### src/rtl/gpt_pkg.sv
package gpt_pkg;

    localparam int DATA_W = 16;
    localparam int ADDR_W = 3;

    typedef enum logic [ADDR_W-1:0] {
        A_MODE = 3'd0,
        A_REF  = 3'd1,
        A_CAP  = 3'd2,
        A_CNT  = 3'd3,
        A_EVT  = 3'd4
    } reg_addr_e;

    typedef enum logic [1:0] {
        ST_OFF,
        ST_IDLE,
        ST_RUN
    } run_state_e;

    typedef enum logic [1:0] {
        SRC_NONE  = 2'd0,
        SRC_SYS   = 2'd1,
        SRC_DIV16 = 2'd2,
        SRC_PIN   = 2'd3
    } clk_src_e;

    typedef enum logic [1:0] {
        CAP_OFF  = 2'd0,
        CAP_RISE = 2'd1,
        CAP_FALL = 2'd2,
        CAP_BOTH = 2'd3
    } cap_edge_e;

    // Field order reproduces the bit positions of the mode word.
    typedef struct packed {
        logic [7:0] psc;       // 15:8
        cap_edge_e  cap_edge;  // 7:6
        logic       tog;       // 5
        logic       irq_en;    // 4
        logic       restart;   // 3
        clk_src_e   src;       // 2:1
        logic       en;        // 0
    } mode_t;

endpackage

### src/rtl/gpt_sync.sv
module gpt_sync #(
    parameter int STAGES = 2
) (
    input  logic clk,
    input  logic rst_n,
    input  logic d,
    output logic q,
    output logic q_prev
);
    logic [STAGES-1:0] chain;

    genvar i;
    generate
        for (i = 0; i < STAGES; i++) begin : g_stage
            if (i == 0) begin : g_first
                always_ff @(posedge clk or negedge rst_n) begin
                    if (!rst_n) chain[0] <= 1'b0;
                    else        chain[0] <= d;
                end
            end else begin : g_next
                always_ff @(posedge clk or negedge rst_n) begin
                    if (!rst_n) chain[i] <= 1'b0;
                    else        chain[i] <= chain[i-1];
                end
            end
        end
    endgenerate

    always_ff @(posedge clk or negedge rst_n) begin
        if (!rst_n) q_prev <= 1'b0;
        else        q_prev <= chain[STAGES-1];
    end

    assign q = chain[STAGES-1];

endmodule

### src/rtl/gpt_tick_gen.sv
module gpt_tick_gen
    import gpt_pkg::*;
#(
    parameter int PSC_W = 8,
    parameter int DIV   = 16
) (
    input  logic             clk,
    input  logic             rst_n,
    input  logic             run,
    input  logic             phase_rst,
    input  clk_src_e         src,
    input  logic             pin_rise,
    input  logic [PSC_W-1:0] psc,
    output logic             tick
);
    localparam int DIV_W = $clog2(DIV);
    localparam logic [DIV_W-1:0] DIV_LAST = DIV_W'(DIV - 1);

    logic [DIV_W-1:0] div_q;
    logic [PSC_W-1:0] psc_q;
    logic             src_tick;

    always_comb begin
        unique case (src)
            SRC_SYS:   src_tick = run;
            SRC_DIV16: src_tick = run && (div_q == DIV_LAST);
            SRC_PIN:   src_tick = run && pin_rise;
            default:   src_tick = 1'b0;
        endcase
    end

    always_ff @(posedge clk or negedge rst_n) begin
        if (!rst_n) begin
            div_q <= '0;
        end else if (phase_rst || !run || src != SRC_DIV16) begin
            div_q <= '0;
        end else begin
            div_q <= (div_q == DIV_LAST) ? '0 : div_q + 1'b1;
        end
    end

    always_ff @(posedge clk or negedge rst_n) begin
        if (!rst_n) begin
            psc_q <= '0;
        end else if (phase_rst || !run) begin
            psc_q <= '0;
        end else if (src_tick) begin
            psc_q <= (psc_q == psc) ? '0 : psc_q + 1'b1;
        end
    end

    assign tick = src_tick && (psc_q == psc);

endmodule

### src/rtl/gpt_core.sv
module gpt_core
    import gpt_pkg::*;
#(
    parameter int W = 16
) (
    input  logic         clk,
    input  logic         rst_n,
    input  logic         clr,
    input  logic         tick,
    input  logic         restart,
    input  logic         tog,
    input  logic [W-1:0] ref_val,
    input  logic         cnt_zero,
    input  cap_edge_e    cap_sel,
    input  logic         cap_lvl,
    input  logic         cap_lvl_prev,
    input  logic [1:0]   evt_w1c,
    output logic [W-1:0] cnt,
    output logic [W-1:0] cap,
    output logic         ref_flag,
    output logic         cap_flag,
    output logic         tout
);
    logic hit;
    logic cap_rise;
    logic cap_fall;
    logic cap_hit;

    assign hit      = tick && (cnt == ref_val);
    assign cap_rise = cap_lvl && !cap_lvl_prev;
    assign cap_fall = !cap_lvl && cap_lvl_prev;

    always_comb begin
        unique case (cap_sel)
            CAP_RISE: cap_hit = cap_rise;
            CAP_FALL: cap_hit = cap_fall;
            CAP_BOTH: cap_hit = cap_rise || cap_fall;
            default:  cap_hit = 1'b0;
        endcase
    end

    always_ff @(posedge clk or negedge rst_n) begin
        if (!rst_n) begin
            cnt <= '0;
        end else if (clr || cnt_zero) begin
            cnt <= '0;
        end else if (tick) begin
            cnt <= (restart && hit) ? '0 : cnt + 1'b1;
        end
    end

    always_ff @(posedge clk or negedge rst_n) begin
        if (!rst_n) begin
            cap <= '0;
        end else if (clr) begin
            cap <= '0;
        end else if (cap_hit) begin
            cap <= cnt;
        end
    end

    always_ff @(posedge clk or negedge rst_n) begin
        if (!rst_n) begin
            ref_flag <= 1'b0;
            cap_flag <= 1'b0;
        end else if (clr) begin
            ref_flag <= 1'b0;
            cap_flag <= 1'b0;
        end else begin
            if (hit)             ref_flag <= 1'b1;
            else if (evt_w1c[1]) ref_flag <= 1'b0;
            if (cap_hit)         cap_flag <= 1'b1;
            else if (evt_w1c[0]) cap_flag <= 1'b0;
        end
    end

    always_ff @(posedge clk or negedge rst_n) begin
        if (!rst_n)   tout <= 1'b0;
        else if (clr) tout <= 1'b0;
        else if (tog) tout <= tout ^ hit;
        else          tout <= hit;
    end

endmodule

### src/rtl/gp_timer.sv
module gp_timer
    import gpt_pkg::*;
#(
    parameter int W       = 16,
    parameter int AW      = 3,
    parameter int SYNC_FF = 2
) (
    input  logic          clk,
    input  logic          rst_n,
    input  logic          reg_wr,
    input  logic [AW-1:0] reg_addr,
    input  logic [W-1:0]  reg_wdata,
    output logic [W-1:0]  reg_rdata,
    input  logic          tmr_pin,
    input  logic          cap_pin,
    output logic          irq,
    output logic          tout
);
    localparam logic [W-1:0] REF_RST = '1;

    mode_t      mode_q;
    mode_t      wr_mode;
    logic [W-1:0] ref_q;
    run_state_e state_q;
    run_state_e state_d;

    logic mode_wr;
    logic run;
    logic clr;
    logic cnt_zero;
    logic [1:0] evt_w1c;
    logic tick;
    logic pin_lvl, pin_prev;
    logic cap_lvl, cap_prev;
    logic [W-1:0] cnt;
    logic [W-1:0] cap;
    logic ref_flag;
    logic cap_flag;

    assign wr_mode  = mode_t'(reg_wdata[15:0]);
    assign mode_wr  = reg_wr && (reg_addr == A_MODE);
    assign cnt_zero = reg_wr && (reg_addr == A_CNT);
    assign evt_w1c  = (reg_wr && reg_addr == A_EVT) ? reg_wdata[1:0] : 2'b00;

    // Register file.
    always_ff @(posedge clk or negedge rst_n) begin
        if (!rst_n) begin
            mode_q <= '0;
            ref_q  <= REF_RST;
        end else if (reg_wr) begin
            if (reg_addr == A_MODE) mode_q <= wr_mode;
            if (reg_addr == A_REF)  ref_q  <= reg_wdata;
        end
    end

    // State register.
    always_ff @(posedge clk or negedge rst_n) begin
        if (!rst_n) state_q <= ST_OFF;
        else        state_q <= state_d;
    end

    // Next state from the written mode word.
    always_comb begin
        state_d = state_q;
        unique case (state_q)
            ST_OFF: begin
                if (mode_wr && wr_mode.en)
                    state_d = (wr_mode.src == SRC_NONE) ? ST_IDLE : ST_RUN;
            end
            ST_IDLE: begin
                if (mode_wr) begin
                    if (!wr_mode.en)                 state_d = ST_OFF;
                    else if (wr_mode.src != SRC_NONE) state_d = ST_RUN;
                end
            end
            ST_RUN: begin
                if (mode_wr) begin
                    if (!wr_mode.en)                 state_d = ST_OFF;
                    else if (wr_mode.src == SRC_NONE) state_d = ST_IDLE;
                end
            end
            default: state_d = ST_OFF;
        endcase
    end

    // Controls derived from the state.
    always_comb begin
        run = 1'b0;
        clr = 1'b0;
        unique case (state_q)
            ST_OFF:  clr = 1'b1;
            ST_IDLE: clr = mode_wr && !wr_mode.en;
            ST_RUN: begin
                run = 1'b1;
                clr = mode_wr && !wr_mode.en;
            end
            default: clr = 1'b1;
        endcase
    end

    gpt_sync #(.STAGES(SYNC_FF)) u_pin_sync (
        .clk    (clk),
        .rst_n  (rst_n),
        .d      (tmr_pin),
        .q      (pin_lvl),
        .q_prev (pin_prev)
    );

    gpt_sync #(.STAGES(SYNC_FF)) u_cap_sync (
        .clk    (clk),
        .rst_n  (rst_n),
        .d      (cap_pin),
        .q      (cap_lvl),
        .q_prev (cap_prev)
    );

    gpt_tick_gen #(.PSC_W(8), .DIV(16)) u_tick (
        .clk       (clk),
        .rst_n     (rst_n),
        .run       (run),
        .phase_rst (mode_wr),
        .src       (mode_q.src),
        .pin_rise  (pin_lvl && !pin_prev),
        .psc       (mode_q.psc),
        .tick      (tick)
    );

    gpt_core #(.W(W)) u_core (
        .clk          (clk),
        .rst_n        (rst_n),
        .clr          (clr),
        .tick         (tick),
        .restart      (mode_q.restart),
        .tog          (mode_q.tog),
        .ref_val      (ref_q),
        .cnt_zero     (cnt_zero),
        .cap_sel      (mode_q.cap_edge),
        .cap_lvl      (cap_lvl),
        .cap_lvl_prev (cap_prev),
        .evt_w1c      (evt_w1c),
        .cnt          (cnt),
        .cap          (cap),
        .ref_flag     (ref_flag),
        .cap_flag     (cap_flag),
        .tout         (tout)
    );

    assign irq = (mode_q.irq_en && ref_flag) ||
                 ((mode_q.cap_edge != CAP_OFF) && cap_flag);

    always_comb begin
        reg_rdata = '0;
        unique case (reg_addr)
            A_MODE:  reg_rdata = mode_q;
            A_REF:   reg_rdata = ref_q;
            A_CAP:   reg_rdata = cap;
            A_CNT:   reg_rdata = cnt;
            A_EVT:   reg_rdata = {{(W-2){1'b0}}, ref_flag, cap_flag};
            default: reg_rdata = '0;
        endcase
    end

endmodule

### config.mk
export PLATFORM = sky130hd
export DESIGN_NAME = gp_timer
export DESIGN_NICKNAME = d
export VERILOG_FILES = /design/src/rtl/gpt_pkg.sv /design/src/rtl/gpt_sync.sv /design/src/rtl/gpt_tick_gen.sv /design/src/rtl/gpt_core.sv /design/src/rtl/gp_timer.sv
export SDC_FILE = /design/constraint.sdc
export NUM_CORES = 1
export LEC_CHECK = 0
export BUFFER_PORTS_ARGS = -buffer_cell sky130_fd_sc_hd__buf_2
export CAP_MARGIN = 20
export CORE_UTILIZATION = 64
export DETAILED_ROUTE_END_ITERATION = 16
export HOLD_SLACK_MARGIN = 0.02
export PLACE_DENSITY = 0.94
export SYNTH_ARGS = -nofsm -noshare
export SYNTH_HDL_FRONTEND = slang
export SYNTH_SLANG_ARGS = --single-unit
### constraint.sdc
create_clock -name clk -period 3.6 [get_ports clk]
set_input_delay 0.18 -clock clk [delete_from_list [all_inputs] [get_ports clk]]
set_output_delay 0.18 -clock clk [all_outputs]
set_load 0.01 [all_outputs]
==> results of run 1 <==
## what timing repair did
item / 4_1_cts / 5_1_grt
hold buffers: 3 / 1
hold endpoints to repair: 3 / 34
setup buffers: 0 / 0
endpoints found under the setup margin: 0 / 0
## synth_stat cells (7+ instances only)
master / count
dfstp_2: 16
a22oi_1: 7
a21oi_1: 15
o21ai_0: 11
nand4_1: 12
dfrtp_1: 71
mux2i_1: 17
nand2_1: 71
xnor2_1: 21
clkbuf_1: 14
xor2_1: 15
nor2_1: 39
nand3_1: 10
mux2_2: 19
nor2b_1: 17
ha_1: 9
mux4_2: 14
## final cells by class
class / instances / area [sq um]
multi-input cells: 331 / 2347
flip-flops and latches: 87 / 2197
fillers: 450 / 1727
repair buffers: 50 / 301.5
clock buffers: 13 / 148.9
well taps: 96 / 120.1
clock inverters: 3 / 42.54
inverters: 6 / 22.52
## power by group
part	switching [W]	internal, W
Combinational	0.000373	0.000264
Sequential	0.000111	0.00110
Clock	0.000350	0.000340
## worst paths after layout
kind	end	start	slack (ns)	cells after the start
max	u_core.cnt[15]	mode_q[14]	1.11	6
min	mode_q[8]	reg_wdata[8]	0.04	3
max reg2reg	u_core.cnt[15]	mode_q[14]	1.11	6
min reg2reg	u_cap_sync.q	u_cap_sync.chain[0]	0.36	0
max in group asynchronous	ref_q[13]	rst_n	2.60	3
min in group asynchronous	state_q[1]	rst_n	0.32	2
## per-layer routing
metal  GRT usage  part of all wire  up-vias
li1            -                 -     1643
met1      0.4102              0.40     1801
met2      0.4830              0.49      187
met3     0.07014             0.078       34
met4      0.1326             0.031        0
met5           0                 0        -
## flip-flops by register name (all words and copies together), names as in the netlist
signal             count
u_cap_sync.q           1
u_core.cap_flag        1
state_q                2
u_core.cap            16
mode_q                16
u_tick.div_q           4
u_core.ref_flag        1
ref_q                 16
u_tick.psc_q           8
u_pin_sync.q           1
u_core.tout            1
u_cap_sync.chain       1
u_core.cnt            16
u_cap_sync.q_prev      1
u_pin_sync.q_prev      1
u_pin_sync.chain       1
## logic make-up after synthesis
group | synth area share
AND/OR/NAND/NOR | 0.1800
flip-flops | 0.4717
AO/OA/AOI/OAI | 0.08112
multiplexers | 0.1501
XOR/XNOR | 0.06769
buffers and inverters | 0.02525
adder cells (fa/ha/maj) | 0.02417
## layout by cell type, fill, tap and decap left out, types with 7 or more instances in the layout
cell	instances
nand2_1	71
dfrtp_1	71
buf_2	40
nor2_1	39
xnor2_1	21
mux2_2	19
nor2b_1	17
mux2i_1	17
dfstp_2	16
a21oi_1	15
xor2_1	15
mux4_2	14
nand4_1	12
nand3_1	10
o21ai_0	10
clkbuf_8	10
ha_1	9
a22oi_1	7
## critical path, cell delays in order (launching register included)
cell and delay, ns:
dfrtp_1 0.43, xor2_1 0.18, nor4_1 0.49, o211a_1 0.47, nor2_2 0.14, or4_1 0.53, a21oi_1 0.17
## per-stage QoR
stage	util	hold slack, ns	worst slack [ns]	cell area (sq um)
2_1_floorplan	-	-0.1156	1.555	4658
3_3_place_gp	0.7120	0.2889	1.201	4917
6_report	0.7500	0.03563	1.105	5180
3_5_place_dp	0.7120	0.2926	1.154	4917
5_1_grt	0.7500	0.03166	0.9643	5180
4_1_cts	0.7440	0.02616	1.168	5139
==> impl_metrics.env, run 1 <==
export IMPL_setup_viol=0
export IMPL_tightest_slew_ns=0.7842
export IMPL_status="completed"
export IMPL_synthCells=448
export IMPL_synth_cell_area_sq_um=4658
export IMPL_grt_overflow_total=0
export IMPL_synth_flop_cell="dfrtp_1"
export IMPL_synth_edff_count=0
export IMPL_clkLatencyLatePin_ns=0.36
export IMPL_synthArstFlopShare=1.000
export IMPL_ys_seq_elements=87
export IMPL_antenna_left=0
export IMPL_vias_per_cell=6.254
export IMPL_rsz0062_at_grt="false"
export IMPL_cp_end_kind="register"
export IMPL_path_clk_slew_ns=0.09
export IMPL_core_sq_um=6907
export IMPL_ys_types=46
export IMPL_cp_start_kind="register"
export IMPL_cts_htree_levels=3
export IMPL_path_class="register to register"
export IMPL_fin_tns_setup_ns=0
export IMPL_track_usage=0.3067
export IMPL_globalplace_congestion=0.9312
export IMPL_wl_per_cell_microns=18.65
export IMPL_syn_nets=481
export IMPL_leakage_nw=2.288
export IMPL_slew_headroom=0.4749
export IMPL_die_area_sq_um=7624
export IMPL_cap_violations=0
export IMPL_post_route_drc_count=0
export IMPL_yosysSeqAreaShare=0.4717
export IMPL_synth_top_area_share=0.3814
export IMPL_start_util=0.6745
export IMPL_portBuffers=41
export IMPL_critPathArrivalTime_ns=2.78
export IMPL_numCtsBuffers=9
export IMPL_dp_hpwl_microns=7581
export IMPL_total_power_w=0.002540
export IMPL_yosys_warnings=0
export IMPL_wl_microns=10930
export IMPL_critical_path_max_fanout=10
export IMPL_grt_max_degree=88
export IMPL_hold_viol_final=0
export IMPL_yosys_area_top_type="dfrtp_1"
export IMPL_instances_no_fill=586
export IMPL_drt_iter0_markers=352
export IMPL_crit_required_ns=3.89
export IMPL_grt_pass1_vias=3714
export IMPL_ios=42
export IMPL_vias=3665
export IMPL_cts_tree="yes"
export IMPL_die_h_microns=87.32
export IMPL_fin_skew_ns=0.006352
export IMPL_grt_pass1_wl_microns=17680
export IMPL_area_growth_synth_to_final_pct=11.20
export IMPL_vdd_drop_max_mv=0.2072
export IMPL_antenna_cells=0
export IMPL_cts_resized=0
export IMPL_synth_area_top_cells="dfrtp_1 38%, dfstp_2 9.0%, mux4_2 6.8%"
export IMPL_num_rows=30
export IMPL_clk_path_buf_depth=2
export IMPL_nets=518
export IMPL_drive_gt1_frac=0.2347
export IMPL_root_buffer="clkbuf_8"
export IMPL_dpl_cell_count=564
export IMPL_min_period_over_period=0.6930
export IMPL_fmax_mhz=400.9
export IMPL_clkSinkCount=87
export IMPL_maxSlewViolCount=0
export IMPL_fp_dieW_microns=87.32
export IMPL_worst_hold_path_type="input port to register"
export IMPL_power_density_nw_per_um2=490.4
export IMPL_syn_area_per_cell_sq_um=10.40
export IMPL_drt_first_pass_iters=7
export IMPL_min_period_ns=2.495
export IMPL_grt_antenna_before_repair=0
Note: power is estimated with default switching activity, not from simulation.
==> inputs of run 2 (changes only) <==
--- a/config.mk
+++ b/config.mk
@@ -7,10 +7,10 @@
 export LEC_CHECK = 0
 export BUFFER_PORTS_ARGS = -buffer_cell sky130_fd_sc_hd__buf_2
 export CAP_MARGIN = 20
-export CORE_UTILIZATION = 64
+export CORE_UTILIZATION = 60
 export DETAILED_ROUTE_END_ITERATION = 16
 export HOLD_SLACK_MARGIN = 0.02
-export PLACE_DENSITY = 0.94
+export PLACE_DENSITY = 0.89
 export SYNTH_ARGS = -nofsm -noshare
 export SYNTH_HDL_FRONTEND = slang
 export SYNTH_SLANG_ARGS = --single-unit
==> constraint.sdc (replaced) <==
create_clock -name clk -period 2.5 [get_ports clk]
set_input_delay 0.125 -clock clk [delete_from_list [all_inputs] [get_ports clk]]
set_output_delay 0.125 -clock clk [all_outputs]
set_load 0.01 [all_outputs]
==> impl_metrics.env, run 2 (synthesis results as in run 1) <==
export IMPL_status="completed"
export IMPL_setup_viol=0
export IMPL_cts_tree="yes"
export IMPL_maxSlewViolCount=0
export IMPL_worstHoldStart="reg_wdata[1]"
export IMPL_crit_path_top_delay_cell="or4_1"
export IMPL_die_area_sq_um=8120
export IMPL_vias=3816
export IMPL_nets=540
export IMPL_cp_end_kind="register"
export IMPL_grt_pass1_vias=3833
export IMPL_drt_iter0_markers=465
export IMPL_track_usage=0.3183
export IMPL_antenna_left=0
export IMPL_fp_dieW_microns=90.11
export IMPL_hold_end="mode_q[1]"
export IMPL_start_util=0.6321
export IMPL_wl_per_cell_microns=19.63
export IMPL_total_power_w=0.004043
export IMPL_crit_required_ns=2.80
export IMPL_power_density_nw_per_um2=741.0
export IMPL_ff2ff_setup_slack_ns=0.24
export IMPL_tightest_slew_ns=0.6882
export IMPL_hold_depth=3
export IMPL_grt_pass1_wl_microns=20090
export IMPL_drt_first_pass_iters=5
export IMPL_root_buffer="clkbuf_8"
export IMPL_cts_resized=0
export IMPL_register_area_sq_um=2197
export IMPL_vias_per_cell=6.245
export IMPL_hold_viol_final=0
export IMPL_fmax_mhz=442.7
export IMPL_rsz0062_at_grt="false"
export IMPL_crit_chain="inv_1 > ha_1 > nand3b_1 > nor2_1 > o211a_1 > nor2_2 > or4_1 > a21oi_1"
export IMPL_numCtsBuffers=9
export IMPL_min_period_over_period=0.9036
export IMPL_num_rows=31
export IMPL_area_growth_synth_to_final_pct=17.14
export IMPL_critical_path_max_fanout=6
export IMPL_ios=42
export IMPL_path_clk_slew_ns=0.09
export IMPL_cap_violations=0
export IMPL_portBuffers=41
export IMPL_path_class="register to register"
export IMPL_critPathArrivalTime_ns=2.56
export IMPL_leakage_nw=2.427
export IMPL_crit_family="simple AND/OR/NAND/NOR gates"
export IMPL_fin_tns_setup_ns=0
export IMPL_dp_hpwl_microns=8037
export IMPL_mostFrequentLayoutCells="71 x nand2_1, 71 x dfrtp_1, 40 x buf_2"
export IMPL_multi_input_area_sq_um=2347
export IMPL_crit_buf_inv=1
export IMPL_vdd_drop_max_mv=0.3857
export IMPL_drive_gt1_frac=0.2461
export IMPL_cts_setup_buffers=0
export IMPL_worst_hold_path_type="input port to register"
export IMPL_cp_start_kind="register"
export IMPL_r2r_end="u_core.cnt[15]"
export IMPL_grt_antenna_before_repair=0
export IMPL_cts_htree_levels=3
export IMPL_clkLatencyLatePin_ns=0.37
export IMPL_r2r_cells=8
export IMPL_slew_headroom=0.5392
export IMPL_grt_max_degree=47
export IMPL_dpl_cell_count=578
export IMPL_clk_path_buf_depth=2
export IMPL_grt_overflow_total=0
export IMPL_die_h_microns=90.11
export IMPL_core_sq_um=7370
export IMPL_r2r_start="state_q[0]"
export IMPL_fin_skew_ns=0.01019
export IMPL_post_route_drc_count=0
export IMPL_min_period_ns=2.259
export IMPL_globalplace_congestion=0.8926
export IMPL_instances_no_fill=611
export IMPL_wl_microns=11990
export IMPL_fillers=465
export IMPL_clkSinkCount=87
export IMPL_antenna_cells=0
export IMPL_slowest_delay_ns=0.51
[run 2: worst register-to-register path, cell delays in order, from the launching register on]
cell and delay [ns]:
dfrtp_1 0.42, inv_1 0.12, ha_1 0.30, nand3b_1 0.15, nor2_1 0.20, o211a_1 0.23
nor2_2 0.09, or4_1 0.51, a21oi_1 0.16
[run 2: metrics by stage]
step / utilization / setup slack (ns) / instance area (sq um) / hold WS (ns)
floorplan: - / 0.4554 / 4658 / -0.1706
global placement: 0.6806 / 0.3619 / 5016 / 0.1725
detailed placement: 0.6806 / 0.3356 / 5016 / 0.1735
CTS: 0.7404 / 0.2704 / 5456 / 0.03325
global route: 0.7404 / 0.1106 / 5456 / 0.02993
finish: 0.7404 / 0.2409 / 5456 / 0.04258
[run 2: routing by layer]
layer	vias to the layer above	wire, microns	GRT usage
met3	33	880	0.07783
met1	1901	4912	0.4271
met2	204	5893	0.5013
met4	0	308	0.1250
met5	-	0	0
li1	1678	-	-
[run 2: cell type report]
type | count | area share
clock buffers | 11 | 0.02591
clock inverters | 5 | 0.02362
inverters | 6 | 0.004127
multi-input cells | 331 | 0.4302
flip-flops and latches | 87 | 0.4027
well taps | 99 | 0.02270
repair buffers | 72 | 0.09080
[run 2: what timing repair did]
item,CTS,global route
hold buffers,17,0
endpoints found under the hold margin,62,0
endpoints found under the setup margin,0,0
[run 2: worst max path at each step]
stage,end,cells past startpoint,from
2_1_floorplan,u_core.cnt[15],9,state_q[0]
6_report,u_core.cnt[15],8,state_q[0]
3_3_place_gp,u_core.cnt[15],6,u_tick.psc_q[4]
4_1_cts,u_core.cnt[15],8,state_q[0]
3_5_place_dp,u_core.cnt[10],5,mode_q[15]
5_1_grt,u_core.cnt[12],6,u_core.cnt[12]
[run 2: power by group]
group	leakage, nW	switching [W]	internal [W]
Clock	0.134	0.000519	0.000794
Sequential	1.12	0.000157	0.00159
Combinational	1.17	0.000581	0.000406
==> inputs of run 3 (changes only) <==
--- a/config.mk
+++ b/config.mk
@@ -9,6 +9,7 @@
 export CAP_MARGIN = 20
 export CORE_UTILIZATION = 60
 export DETAILED_ROUTE_END_ITERATION = 16
+export GPL_TIMING_DRIVEN = 0
 export HOLD_SLACK_MARGIN = 0.02
 export PLACE_DENSITY = 0.89
 export SYNTH_ARGS = -nofsm -noshare
==> impl_metrics.env, run 3 (synthesis results as in run 1) <==
export IMPL_track_usage=0.3059
export IMPL_start_util=0.6321
export IMPL_wl_per_cell_microns=18.88
export IMPL_root_buffer="clkbuf_8"
export IMPL_rsz0062_at_grt="false"
export IMPL_numCtsBuffers=9
export IMPL_cts_htree_levels=3
export IMPL_grt_overflow_total=0
export IMPL_r2r_start="mode_q[15]"
export IMPL_leakage_nw=2.387
export IMPL_fmax_mhz=434.2
export IMPL_fin_skew_ns=0.01231
export IMPL_p_int_w=0.002576
export IMPL_grt_pass1_wl_microns=19180
export IMPL_ios=42
export IMPL_r2r_cells=7
export IMPL_dp_hpwl_microns=8058
export IMPL_hold_viol_final=0
export IMPL_seqPwrFrac=0.460
export IMPL_crit_required_ns=2.78
export IMPL_clkLatencyLatePin_ns=0.36
export IMPL_wl_microns=11750
export IMPL_crit_chain="xor2_1 > nor4_2 > o211a_1 > buf_4 > nor2_2 > or4_1 > a21oi_1"
export IMPL_p_comb_frac=0.254
export IMPL_crit_family="simple AND/OR/NAND/NOR gates"
export IMPL_cts_tree="yes"
export IMPL_vias=3823
export IMPL_slowest_delay_ns=0.50
export IMPL_grt_max_degree=69
export IMPL_post_route_drc_count=0
export IMPL_hold_end="mode_q[1]"
export IMPL_worst_hold_path_type="input port to register"
export IMPL_drt_iter0_markers=293
export IMPL_core_sq_um=7370
export IMPL_status="completed"
export IMPL_mostFrequentLayoutCells="71 x nand2_1, 71 x dfrtp_1, 43 x buf_2"
export IMPL_drt_first_pass_iters=5
export IMPL_crit_path_top_delay_cell="or4_1"
export IMPL_antenna_cells=0
export IMPL_power_switching_share=0.3232
export IMPL_num_rows=31
export IMPL_grt_pass1_vias=3966
export IMPL_holdWs_ns=0.05262
export IMPL_layout_setup_ws_ns=0.1969
export IMPL_p_sw_w=0.001230
export IMPL_clk_path_buf_depth=2
export IMPL_crit_buf_inv=1
export IMPL_slew_headroom=0.4563
export IMPL_critPathArrivalTime_ns=2.59
export IMPL_antenna_left=0
export IMPL_maxSlewViolCount=0
export IMPL_ff2ff_setup_slack_ns=0.20
export IMPL_drive_gt1_frac=0.2314
export IMPL_setup_viol=0
export IMPL_fin_tns_setup_ns=0
export IMPL_cp_start_kind="register"
export IMPL_path_class="register to register"
export IMPL_min_period_ns=2.303
export IMPL_worstHoldStart="reg_wdata[1]"
export IMPL_grt_antenna_before_repair=0
export IMPL_portBuffers=41
export IMPL_cap_violations=0
export IMPL_p_clk_frac=0.286
export IMPL_place_ws_ns=0.1082
export IMPL_cp_end_kind="register"
export IMPL_clkSinkCount=87
export IMPL_path_clk_slew_ns=0.09
export IMPL_vias_per_cell=6.146
export IMPL_power_density_nw_per_um2=701.5
export IMPL_area_growth_synth_to_final_pct=16.47
export IMPL_tightest_slew_ns=0.8119
export IMPL_hold_depth=3
export IMPL_min_period_over_period=0.9212
export IMPL_vdd_drop_max_mv=0.3809
export IMPL_critical_path_max_fanout=10
export IMPL_die_h_microns=90.11
export IMPL_r2r_end="u_core.cnt[15]"
export IMPL_nets=551
export IMPL_globalplace_congestion=0.9354
export IMPL_die_area_sq_um=8120
export IMPL_fp_dieW_microns=90.11
run 3: power by group through the flow:
stage               clock [W]  combinational [W]  sequential [W]
finish                0.00109           0.000968         0.00175
floorplan                   0           0.000656         0.00171
global route          0.00115            0.00105         0.00176
CTS                   0.00110           0.000936         0.00174
global placement            0           0.000865         0.00175
detailed placement          0           0.000909         0.00176
run 3: how the worst max path moves through the flow:
stage               start              to  slack [ns]  cells past startpoint
2_1_floorplan  state_q[0]  u_core.cnt[15]        0.46                      9
3_3_place_gp   mode_q[15]  u_core.cnt[15]        0.16                      7
3_5_place_dp   mode_q[15]  u_core.cnt[15]        0.11                      7
4_1_cts        mode_q[15]  u_core.cnt[15]        0.06                      7
5_1_grt        state_q[0]  u_core.cnt[15]        0.02                      9
6_report       mode_q[15]  u_core.cnt[15]        0.20                      7
run 3: final cells by class:
type	instances	area [sq um]
buffer	24	100.1
clock buffer	12	145.1
multi-input combinational	331	2361
sequential	87	2197
timing repair buffer	59	405.4
clock inverter	4	70.07
tap	99	123.9
inverter	6	22.52
fill	480	1944
run 3: repair_timing:
action | in CTS | in global routing
buffers inserted | 0 | 0
hold endpoints to repair | 96 | 0
resized for setup | 0 | 9
setup endpoints to repair | 0 | 20
hold buffers | 17 | 0
run 3: routing by layer:
metal | wire [microns] | global-route usage | vias to the layer above
met1 | 4556 | 0.3691 | 1920
li1 | - | - | 1706
met4 | 422 | 0.1667 | 0
met2 | 6037 | 0.5172 | 158
met3 | 728 | 0.05922 | 39
met5 | 0 | 0 | -
run 3: tightest hold or removal path: cells and delay by family:
kind | cells | cell delay (ns)
buffers and inverters | 1 | 0.14
and+or+nand+nor | 2 | 0.11
run 3: per-stage QoR:
step / util / std cells / power (W) / cell area, sq um
CTS: 0.7331 / 622 / 0.003780 / 5403
floorplan: - / 448 / 0.002363 / 4658
global route: 0.7362 / 622 / 0.003964 / 5425
detailed placement: 0.6808 / 589 / 0.002671 / 5017
finish: 0.7362 / 622 / 0.003806 / 5425
global placement: 0.6767 / 588 / 0.002616 / 4987
